`config.mk`:
```
export PLATFORM = sky130hd
export DESIGN_NAME = mpu_guard
export DESIGN_NICKNAME = d
export VERILOG_FILES = /design/src/rtl/mpu_pkg.sv /design/src/rtl/mpu_cfg_regs.sv /design/src/rtl/mpu_region_match.sv /design/src/rtl/mpu_rights.sv /design/src/rtl/mpu_fault.sv /design/src/rtl/mpu_guard.sv
export SDC_FILE = /design/constraint.sdc
export NUM_CORES = 1
export LEC_CHECK = 0
export BUFFER_PORTS_ARGS = -buffer_cell sky130_fd_sc_hd__buf_2
export CORE_MARGIN = 5
export CORE_UTILIZATION = 60
export DETAILED_ROUTE_END_ITERATION = 12
export PLACE_DENSITY = 0.79
export SLEW_MARGIN = 20
export SYNTH_ARGS = -nofsm -noshare
export SYNTH_HDL_FRONTEND = slang
export SYNTH_SLANG_ARGS = --single-unit
```
`constraint.sdc`:
```
create_clock -name clk -period 10.6 [get_ports clk]
set_input_delay 1.06 -clock clk [delete_from_list [all_inputs] [get_ports clk]]
set_output_delay 1.06 -clock clk [all_outputs]
set_load 0.05 [all_outputs]
```
`src/rtl/mpu_pkg.sv`:
```
// Shared types and the permission-code decode for the protection checker.
// Assumes a 4-bit permission code per region.
package mpu_pkg;

    typedef enum logic [1:0] {
        ACC_READ  = 2'b00,
        ACC_WRITE = 2'b01,
        ACC_FETCH = 2'b10,
        ACC_RSVD  = 2'b11
    } acc_kind_e;

    typedef enum logic [1:0] {
        VK_NONE  = 2'b00,
        VK_READ  = 2'b01,
        VK_WRITE = 2'b10,
        VK_FETCH = 2'b11
    } viol_kind_e;

    typedef struct packed {
        logic rd;
        logic wr;
        logic ex;
    } rights_t;

    typedef struct packed {
        rights_t sup;
        rights_t usr;
        logic    bad;
    } perm_t;

    localparam logic [4:0] REG_CTRL  = 5'h00;
    localparam logic [4:0] REG_CACHE = 5'h01;
    localparam logic [4:0] REG_BUF   = 5'h02;
    localparam logic [4:0] REG_PERM  = 5'h03;
    localparam logic [4:0] REG_FCLR  = 5'h04;
    localparam logic [1:0] BANK_SHAPE = 2'b01;
    localparam logic [1:0] BANK_BASE  = 2'b10;

    // Turns a permission code into privileged and unprivileged rights.
    function automatic perm_t decode_perm(input logic [3:0] code);
        perm_t p;
        p = '0;
        case (code)
            4'd0:  p.sup = '{rd: 1'b1, wr: 1'b0, ex: 1'b0};
            4'd1:  p.sup = '{rd: 1'b1, wr: 1'b0, ex: 1'b1};
            4'd2:  p.sup = '{rd: 1'b1, wr: 1'b1, ex: 1'b0};
            4'd3:  p.sup = '{rd: 1'b1, wr: 1'b1, ex: 1'b1};
            4'd4: begin
                p.sup = '{rd: 1'b1, wr: 1'b0, ex: 1'b0};
                p.usr = p.sup;
            end
            4'd5: begin
                p.sup = '{rd: 1'b1, wr: 1'b0, ex: 1'b1};
                p.usr = p.sup;
            end
            4'd6: begin
                p.sup = '{rd: 1'b1, wr: 1'b1, ex: 1'b0};
                p.usr = p.sup;
            end
            4'd7: begin
                p.sup = '{rd: 1'b1, wr: 1'b1, ex: 1'b1};
                p.usr = p.sup;
            end
            4'd8: begin
                p.sup = '{rd: 1'b1, wr: 1'b1, ex: 1'b0};
                p.usr = '{rd: 1'b1, wr: 1'b0, ex: 1'b0};
            end
            4'd9: begin
                p.sup = '{rd: 1'b1, wr: 1'b1, ex: 1'b0};
                p.usr = '{rd: 1'b1, wr: 1'b0, ex: 1'b1};
            end
            4'd10: p = '0;
            default: p.bad = 1'b1;
        endcase
        return p;
    endfunction

endpackage

```
`src/rtl/mpu_cfg_regs.sv`:
```
// Write-only configuration registers: enable, attributes, permission
// codes and region shape/base. Assumes NREG <= 8 so that every
// per-region field fits one 32-bit word and the region banks span eight slots.
module mpu_cfg_regs
    import mpu_pkg::*;
#(
    parameter int NREG = 8,
    parameter int AW   = 32,
    parameter int SZW  = 5
) (
    input  logic                      clk,
    input  logic                      rst_n,
    input  logic                      cfg_we,
    input  logic [4:0]                cfg_addr,
    input  logic [31:0]               cfg_wdata,
    output logic                      enable,
    output logic [NREG-1:0]           cache_bits,
    output logic [NREG-1:0]           buf_bits,
    output logic [4*NREG-1:0]         perm_codes,
    output logic [NREG-1:0]           reg_valid,
    output logic [NREG-1:0][SZW-1:0]  reg_size,
    output logic [NREG-1:0][AW-1:0]   reg_base,
    output logic                      fault_clr
);

    localparam int PW = 4 * NREG;

    // Decode the one-shot fault clear strobe.
    always_comb fault_clr = cfg_we && (cfg_addr == REG_FCLR);

    // Global registers: enable, attributes and permission codes.
    always_ff @(posedge clk) begin
        if (!rst_n) begin
            enable     <= 1'b0;
            cache_bits <= '0;
            buf_bits   <= '0;
            perm_codes <= '0;
        end else if (cfg_we) begin
            case (cfg_addr)
                REG_CTRL:  enable     <= cfg_wdata[0];
                REG_CACHE: cache_bits <= cfg_wdata[NREG-1:0];
                REG_BUF:   buf_bits   <= cfg_wdata[NREG-1:0];
                REG_PERM:  perm_codes <= cfg_wdata[PW-1:0];
                default: ;
            endcase
        end
    end

    // Per-region shape and base registers, one slot each.
    for (genvar g = 0; g < NREG; g++) begin : g_reg
        always_ff @(posedge clk) begin
            if (!rst_n) begin
                reg_valid[g] <= 1'b0;
                reg_size[g]  <= '0;
                reg_base[g]  <= '0;
            end else if (cfg_we && cfg_addr[2:0] == 3'(g)) begin
                if (cfg_addr[4:3] == BANK_SHAPE) begin
                    reg_valid[g] <= cfg_wdata[0];
                    reg_size[g]  <= cfg_wdata[SZW:1];
                end else if (cfg_addr[4:3] == BANK_BASE) begin
                    reg_base[g]  <= cfg_wdata[AW-1:0];
                end
            end
        end
    end

endmodule

```
`src/rtl/mpu_region_match.sv`:
```
// Compares an address with every region and picks the lowest-numbered
// hit. Assumes bases are aligned to their size; bits below the region
// size are ignored in the compare.
module mpu_region_match #(
    parameter int NREG = 8,
    parameter int AW   = 32,
    parameter int SZW  = 5,
    localparam int IW  = (NREG > 1) ? $clog2(NREG) : 1
) (
    input  logic [AW-1:0]             addr,
    input  logic [NREG-1:0]           reg_valid,
    input  logic [NREG-1:0][SZW-1:0]  reg_size,
    input  logic [NREG-1:0][AW-1:0]   reg_base,
    output logic                      hit,
    output logic [IW-1:0]             hit_idx
);

    logic [NREG-1:0] hits;

    for (genvar g = 0; g < NREG; g++) begin : g_cmp
        logic [AW-1:0] mask;
        // Mask keeps the address bits above the region size.
        always_comb mask = {AW{1'b1}} << ({1'b0, reg_size[g]} + 1'b1);
        // Region hit when valid and the upper bits agree.
        always_comb hits[g] = reg_valid[g] && ((addr & mask) == (reg_base[g] & mask));
    end

    // Lowest-numbered hit wins.
    always_comb begin
        hit     = |hits;
        hit_idx = '0;
        for (int i = NREG - 1; i >= 0; i--) begin
            if (hits[i]) hit_idx = IW'(i);
        end
    end

endmodule

```
`src/rtl/mpu_rights.sv`:
```
// Checks one access kind and privilege against a permission code.
// Assumes kind 11 is handled as a data read.
module mpu_rights
    import mpu_pkg::*;
(
    input  logic [3:0] code,
    input  logic [1:0] kind,
    input  logic       priv,
    output logic       granted,
    output logic       undef_code
);

    perm_t   p;
    rights_t r;

    // Decode the code and pick the privilege column.
    always_comb begin
        p          = decode_perm(code);
        r          = priv ? p.sup : p.usr;
        undef_code = p.bad;
    end

    // Select the right that the access kind needs.
    always_comb begin
        case (acc_kind_e'(kind))
            ACC_WRITE: granted = r.wr;
            ACC_FETCH: granted = r.ex;
            default:   granted = r.rd;
        endcase
    end

endmodule

```
`src/rtl/mpu_fault.sv`:
```
// Registers the violation pulse and kind, and holds the first fault
// address until cleared. A clear and a new violation in one cycle
// leave the new address captured.
module mpu_fault
    import mpu_pkg::*;
#(
    parameter int AW = 32
) (
    input  logic          clk,
    input  logic          rst_n,
    input  logic          viol,
    input  logic [1:0]    kind,
    input  logic [AW-1:0] addr,
    input  logic          fault_clr,
    output logic          viol_pulse,
    output logic [1:0]    viol_kind,
    output logic          fault_valid,
    output logic [AW-1:0] fault_addr
);

    logic [1:0] kind_code;

    // Map the access kind onto the violation kind code.
    always_comb begin
        case (acc_kind_e'(kind))
            ACC_WRITE: kind_code = VK_WRITE;
            ACC_FETCH: kind_code = VK_FETCH;
            default:   kind_code = VK_READ;
        endcase
    end

    // One-cycle pulse and its kind.
    always_ff @(posedge clk) begin
        if (!rst_n) begin
            viol_pulse <= 1'b0;
            viol_kind  <= VK_NONE;
        end else begin
            viol_pulse <= viol;
            viol_kind  <= viol ? kind_code : VK_NONE;
        end
    end

    // Sticky fault address with software clear.
    always_ff @(posedge clk) begin
        if (!rst_n) begin
            fault_valid <= 1'b0;
            fault_addr  <= '0;
        end else if (viol && (!fault_valid || fault_clr)) begin
            fault_valid <= 1'b1;
            fault_addr  <= addr;
        end else if (fault_clr) begin
            fault_valid <= 1'b0;
            fault_addr  <= '0;
        end
    end

endmodule

```
`src/rtl/mpu_guard.sv`:
```
// Top of the protection checker: configuration, region match, rights
// check and fault capture. Results are combinational in the access
// cycle; the violation pulse follows one cycle later.
module mpu_guard
    import mpu_pkg::*;
#(
    parameter int NREG = 8,
    parameter int AW   = 32,
    localparam int SZW = $clog2(AW),
    localparam int IW  = (NREG > 1) ? $clog2(NREG) : 1
) (
    input  logic          clk,
    input  logic          rst_n,
    input  logic          cfg_we,
    input  logic [4:0]    cfg_addr,
    input  logic [31:0]   cfg_wdata,
    input  logic          acc_valid,
    input  logic [AW-1:0] acc_addr,
    input  logic [1:0]    acc_kind,
    input  logic          acc_priv,
    output logic          acc_allow,
    output logic          acc_cacheable,
    output logic          acc_bufferable,
    output logic          acc_no_exec,
    output logic          acc_code_undef,
    output logic          viol_pulse,
    output logic [1:0]    viol_kind,
    output logic          fault_valid,
    output logic [AW-1:0] fault_addr
);

    logic                     ctl_enable;
    logic [NREG-1:0]          cache_bits;
    logic [NREG-1:0]          buf_bits;
    logic [4*NREG-1:0]        perm_codes;
    logic [NREG-1:0]          reg_valid;
    logic [NREG-1:0][SZW-1:0] reg_size;
    logic [NREG-1:0][AW-1:0]  reg_base;
    logic                     fault_clr;
    logic                     hit;
    logic [IW-1:0]            hit_idx;
    logic [3:0]               win_code;
    logic                     granted;
    logic                     undef_code;
    logic                     viol;

    mpu_cfg_regs #(.NREG(NREG), .AW(AW), .SZW(SZW)) i_cfg (
        .clk        (clk),
        .rst_n      (rst_n),
        .cfg_we     (cfg_we),
        .cfg_addr   (cfg_addr),
        .cfg_wdata  (cfg_wdata),
        .enable     (ctl_enable),
        .cache_bits (cache_bits),
        .buf_bits   (buf_bits),
        .perm_codes (perm_codes),
        .reg_valid  (reg_valid),
        .reg_size   (reg_size),
        .reg_base   (reg_base),
        .fault_clr  (fault_clr)
    );

    mpu_region_match #(.NREG(NREG), .AW(AW), .SZW(SZW)) i_match (
        .addr      (acc_addr),
        .reg_valid (reg_valid),
        .reg_size  (reg_size),
        .reg_base  (reg_base),
        .hit       (hit),
        .hit_idx   (hit_idx)
    );

    // Pick the permission code of the winning region.
    always_comb win_code = perm_codes[4*hit_idx +: 4];

    mpu_rights i_rights (
        .code       (win_code),
        .kind       (acc_kind),
        .priv       (acc_priv),
        .granted    (granted),
        .undef_code (undef_code)
    );

    // Combine enable, match and rights into the access verdict.
    always_comb begin
        acc_allow      = !ctl_enable || (hit && granted);
        acc_cacheable  = ctl_enable && hit && cache_bits[hit_idx];
        acc_bufferable = ctl_enable && hit && buf_bits[hit_idx];
        acc_code_undef = ctl_enable && hit && undef_code;
        acc_no_exec    = ctl_enable && acc_valid && !acc_allow
                         && (acc_kind == ACC_FETCH);
        viol           = acc_valid && !acc_allow;
    end

    mpu_fault #(.AW(AW)) i_fault (
        .clk         (clk),
        .rst_n       (rst_n),
        .viol        (viol),
        .kind        (acc_kind),
        .addr        (acc_addr),
        .fault_clr   (fault_clr),
        .viol_pulse  (viol_pulse),
        .viol_kind   (viol_kind),
        .fault_valid (fault_valid),
        .fault_addr  (fault_addr)
    );

endmodule

```
==> metrics.md <==
| Metric | Value |
|---|---|
| Post-synthesis register bit count | 389 |
| Layout cells sized above 1 | 0.0876 |
| Post-DP HPWL | 53.8 mm |
| Ranking of synthesized cells by area | dfxtp_1, nand2_1, a21boi_0 |
| Power density cells | 142 nW/µm² |
| Clk pwr share | 0.463 |
| Min Tclk post-route | 7.63 ns |
| Core box area | 35300 µm² |
| Placed inst area | 21800 µm² |
| Netlist cell types | 75 |
| Final Cycle Share | 0.720 |
| Seq pwr share | 0.448 |
| Num ports | 117 |
| VDD IR max | 0.000173 V |
| Placed Instances | 3071 |
| CTS tree | built |
| CP Data Arrival Time | 6.57 ns |
| Switching share of power | 0.253 |
| Congestion Overflow GR | 0 |
| Pleak | 8.30 nW |
| CTS Sinks | 389 |
| Status | finished, final reports clean |
| Max Fclk | 0.131 GHz |
| Via-to-Cell Ratio | 6.19 |
| Final Hold Slack | 0.454 ns |
| Commonest cells after routing, fill and taps aside | nand2_1, dfxtp_1, a21boi_0 |
| Req. time, crit path | 9.54 ns |
| DIE WIDTH | 198 µm |
| CP Capture Type | output port |
| Final wirelength | 77.4 mm |
| Final Max Slew Viols | 0 |
| Die Y | 198 µm |
| DR pass1 iterations | 7 |
| Number of global-route vias before repair | 18500 |
| Synth warnings | 0 |
| # Max-Cap Violations | 0 |
| Crit path max fanout | 13 |
| Post-synth ARST share | 0 |
| Clock skew | 0.0244 ns |
| Post-CTS Repair Setup Buffers | 0 |
| Clock Tree Root | clkbuf_16 |
| NetSw | 838 µW |
| GP Congestion | 0.999 |
| Post-Layout Cell Count | 3144 |
| Post-Syn Nets | 2790 |
| Commonest non-fill, non-tap cell in the layout | nand2_1 |
| Syn Area/Cell | 7.95 µm² |
| First-pass GRT wire length | 114 mm |
| Maximum buffer depth of the clock tree | 3 |
| Reg clk slew, reported paths | 0.06 ns |
| Area share of the largest cell type after synthesis | 0.366 |
| Actual slew at the worst max-slew pin | 1.07 ns |
| CTS resizes | 0 |
| Area leader, netlist | dfxtp_1 |
| Prevailing post-synth register cell | dfxtp_1 |
| Final setup fails | 0 |
| Final hold vios | 0 |
| Layout Nets | 2766 |
| Cell area after layout | 23300 µm² |
| Drt drc | 0 |
| Worst skew pair latency | 0.59 ns |
| Hold Buf Count CTS | 0 |
| Setup_tns | 0 ns |
| Hold WC Path Type | reg -> reg |
| Routed vias | 19500 |
| RSZ-0062 raised after global routing | no |
| Synthesized cell area | 21300 µm² |
| Drt wl/cell | 24.6 µm |
| IO Port Bufs | 116 |
| Combinational power share | 0.089 |
| Die area | 39400 µm² |
| P_int | 2.47 mW |
| Number of synthesized flops with an enable pin | 0 |
| Cell count after synthesis | 2679 |
| Cts bufs inserted | 43 |
| Worst Setup Start Kind | flip-flop |
| WS Path Type | reg -> out |
| DRC violation total after the first TritonRoute iteration | 1776 |
| Largest net degree at the start of global routing | 172 |
| Total track usage | 0.384 |
| Worst rel slew slack | 0.289 |
| Starting Density | 0.603 |
| ANT nets after route | 0 |
| Seq/Total Area, Yosys | 0.366 |
| Cell row count | 69 |
| Initial antenna violation count | 1 |
| H-tree levels | 2 |
| Layout area overhead | 9.19% |
==> registers in the layout, summed over array words and instances, names as in the netlist, 2 cells and up <==
| signal | cells |
|---|---|
| i_cfg.buf_bits | 8 |
| i_fault.fault_addr | 32 |
| i_cfg.perm_codes | 32 |
| i_cfg.cache_bits | 8 |
| i_cfg.reg_base | 256 |
| i_cfg.reg_size | 40 |
| i_cfg.reg_valid | 8 |
| i_fault.viol_kind | 2 |
==> logic make-up after synthesis <==
| kind of cell | count (synthesis) | synth area share |
|---|---|---|
| simple gates | 1035 | 0.206 |
| compound gates | 596 | 0.201 |
| flops | 389 | 0.366 |
| xor+xnor | 280 | 0.115 |
| buf+inv | 255 | 0.0485 |
| mux | 84 | 0.0408 |
| fa+ha+maj | 40 | 0.0229 |
==> per-stage QoR <==
stage / util / power [mW] / setup slack [ns]
CTS: 0.658 / 3.31 / 3.06
global placement: 0.618 / 1.79 / 3.81
floorplan: - / 1.69 / 4.25
global route: 0.659 / 3.39 / 2.64
finish: 0.659 / 3.31 / 2.97
detailed placement: 0.618 / 1.80 / 3.63
==> routing by layer <==
layer / up-vias / global-route usage / wire [µm] / part of all wire
met2: 983 / 0.637 / 36100 / 0.47
met4: 2 / 0.209 / 4840 / 0.063
met1: 9319 / 0.476 / 28900 / 0.37
met5: - / 0 / 11 / 0.00014
met3: 241 / 0.0679 / 7520 / 0.097
li1: 8919 / - / - / -
==> area by class of cell <==
class	instances	area, µm²
clock buffers	57	1230
repair buffers	136	739
flip-flops and latches	389	7790
diodes	1	2.50
fillers	2997	12100
well taps	461	577
inverters	50	188
multi-input cells	2035	12500
clock inverters	15	194
==> synth_stat cells, drive strengths merged (35+ instances only) <==
master and n:
nor2b 56, nand3 57, dfxtp 389, a21boi 317
nor2 76, clkbuf 170, a21oi 56, mux2i 79
xnor2 153, inv 50, xor2 127, nand2 739
buf 35, o21ai 60, ha 35
==> power groups by stage <==
stage                     sequential (mW)  clock [mW]  combinational, mW
after floorplan                      1.51           0              0.175
after global placement               1.51           0              0.282
after detailed placement             1.51           0              0.284
after CTS                            1.48        1.54              0.286
after global routing                 1.48        1.61              0.305
final                                1.48        1.53              0.296
==> final timing paths <==
kind | start | to | slack, ns | cells after the start
hold reg to reg | i_fault.fault_addr[25] | i_fault.fault_addr[25] | 0.45 | 2
setup reg to reg | i_cfg.reg_size[10] | i_fault.fault_addr[12] | 4.02 | 19
setup / recovery | i_cfg.reg_size[10] | acc_no_exec | 2.97 | 18
hold / removal | i_fault.fault_addr[25] | i_fault.fault_addr[25] | 0.45 | 2
==> critical path: stages (launching register included) <==
cell	delay, ns
dfxtp_1	0.45
ha_1	0.26
inv_1	0.07
ha_1	0.40
or2_2	0.37
a211o_1	0.27
a211oi_1	0.17
o2111ai_1	0.14
nor4_1	0.45
a32oi_1	0.27
a21boi_0	0.23
o21bai_1	0.62
nand2_1	0.60
mux2i_1	0.32
nand4_1	0.24
or2_0	0.30
a221o_1	0.39
a21oi_1	0.17
buf_2	0.28
No activity file was read; power rests on OpenSTA's default activity.
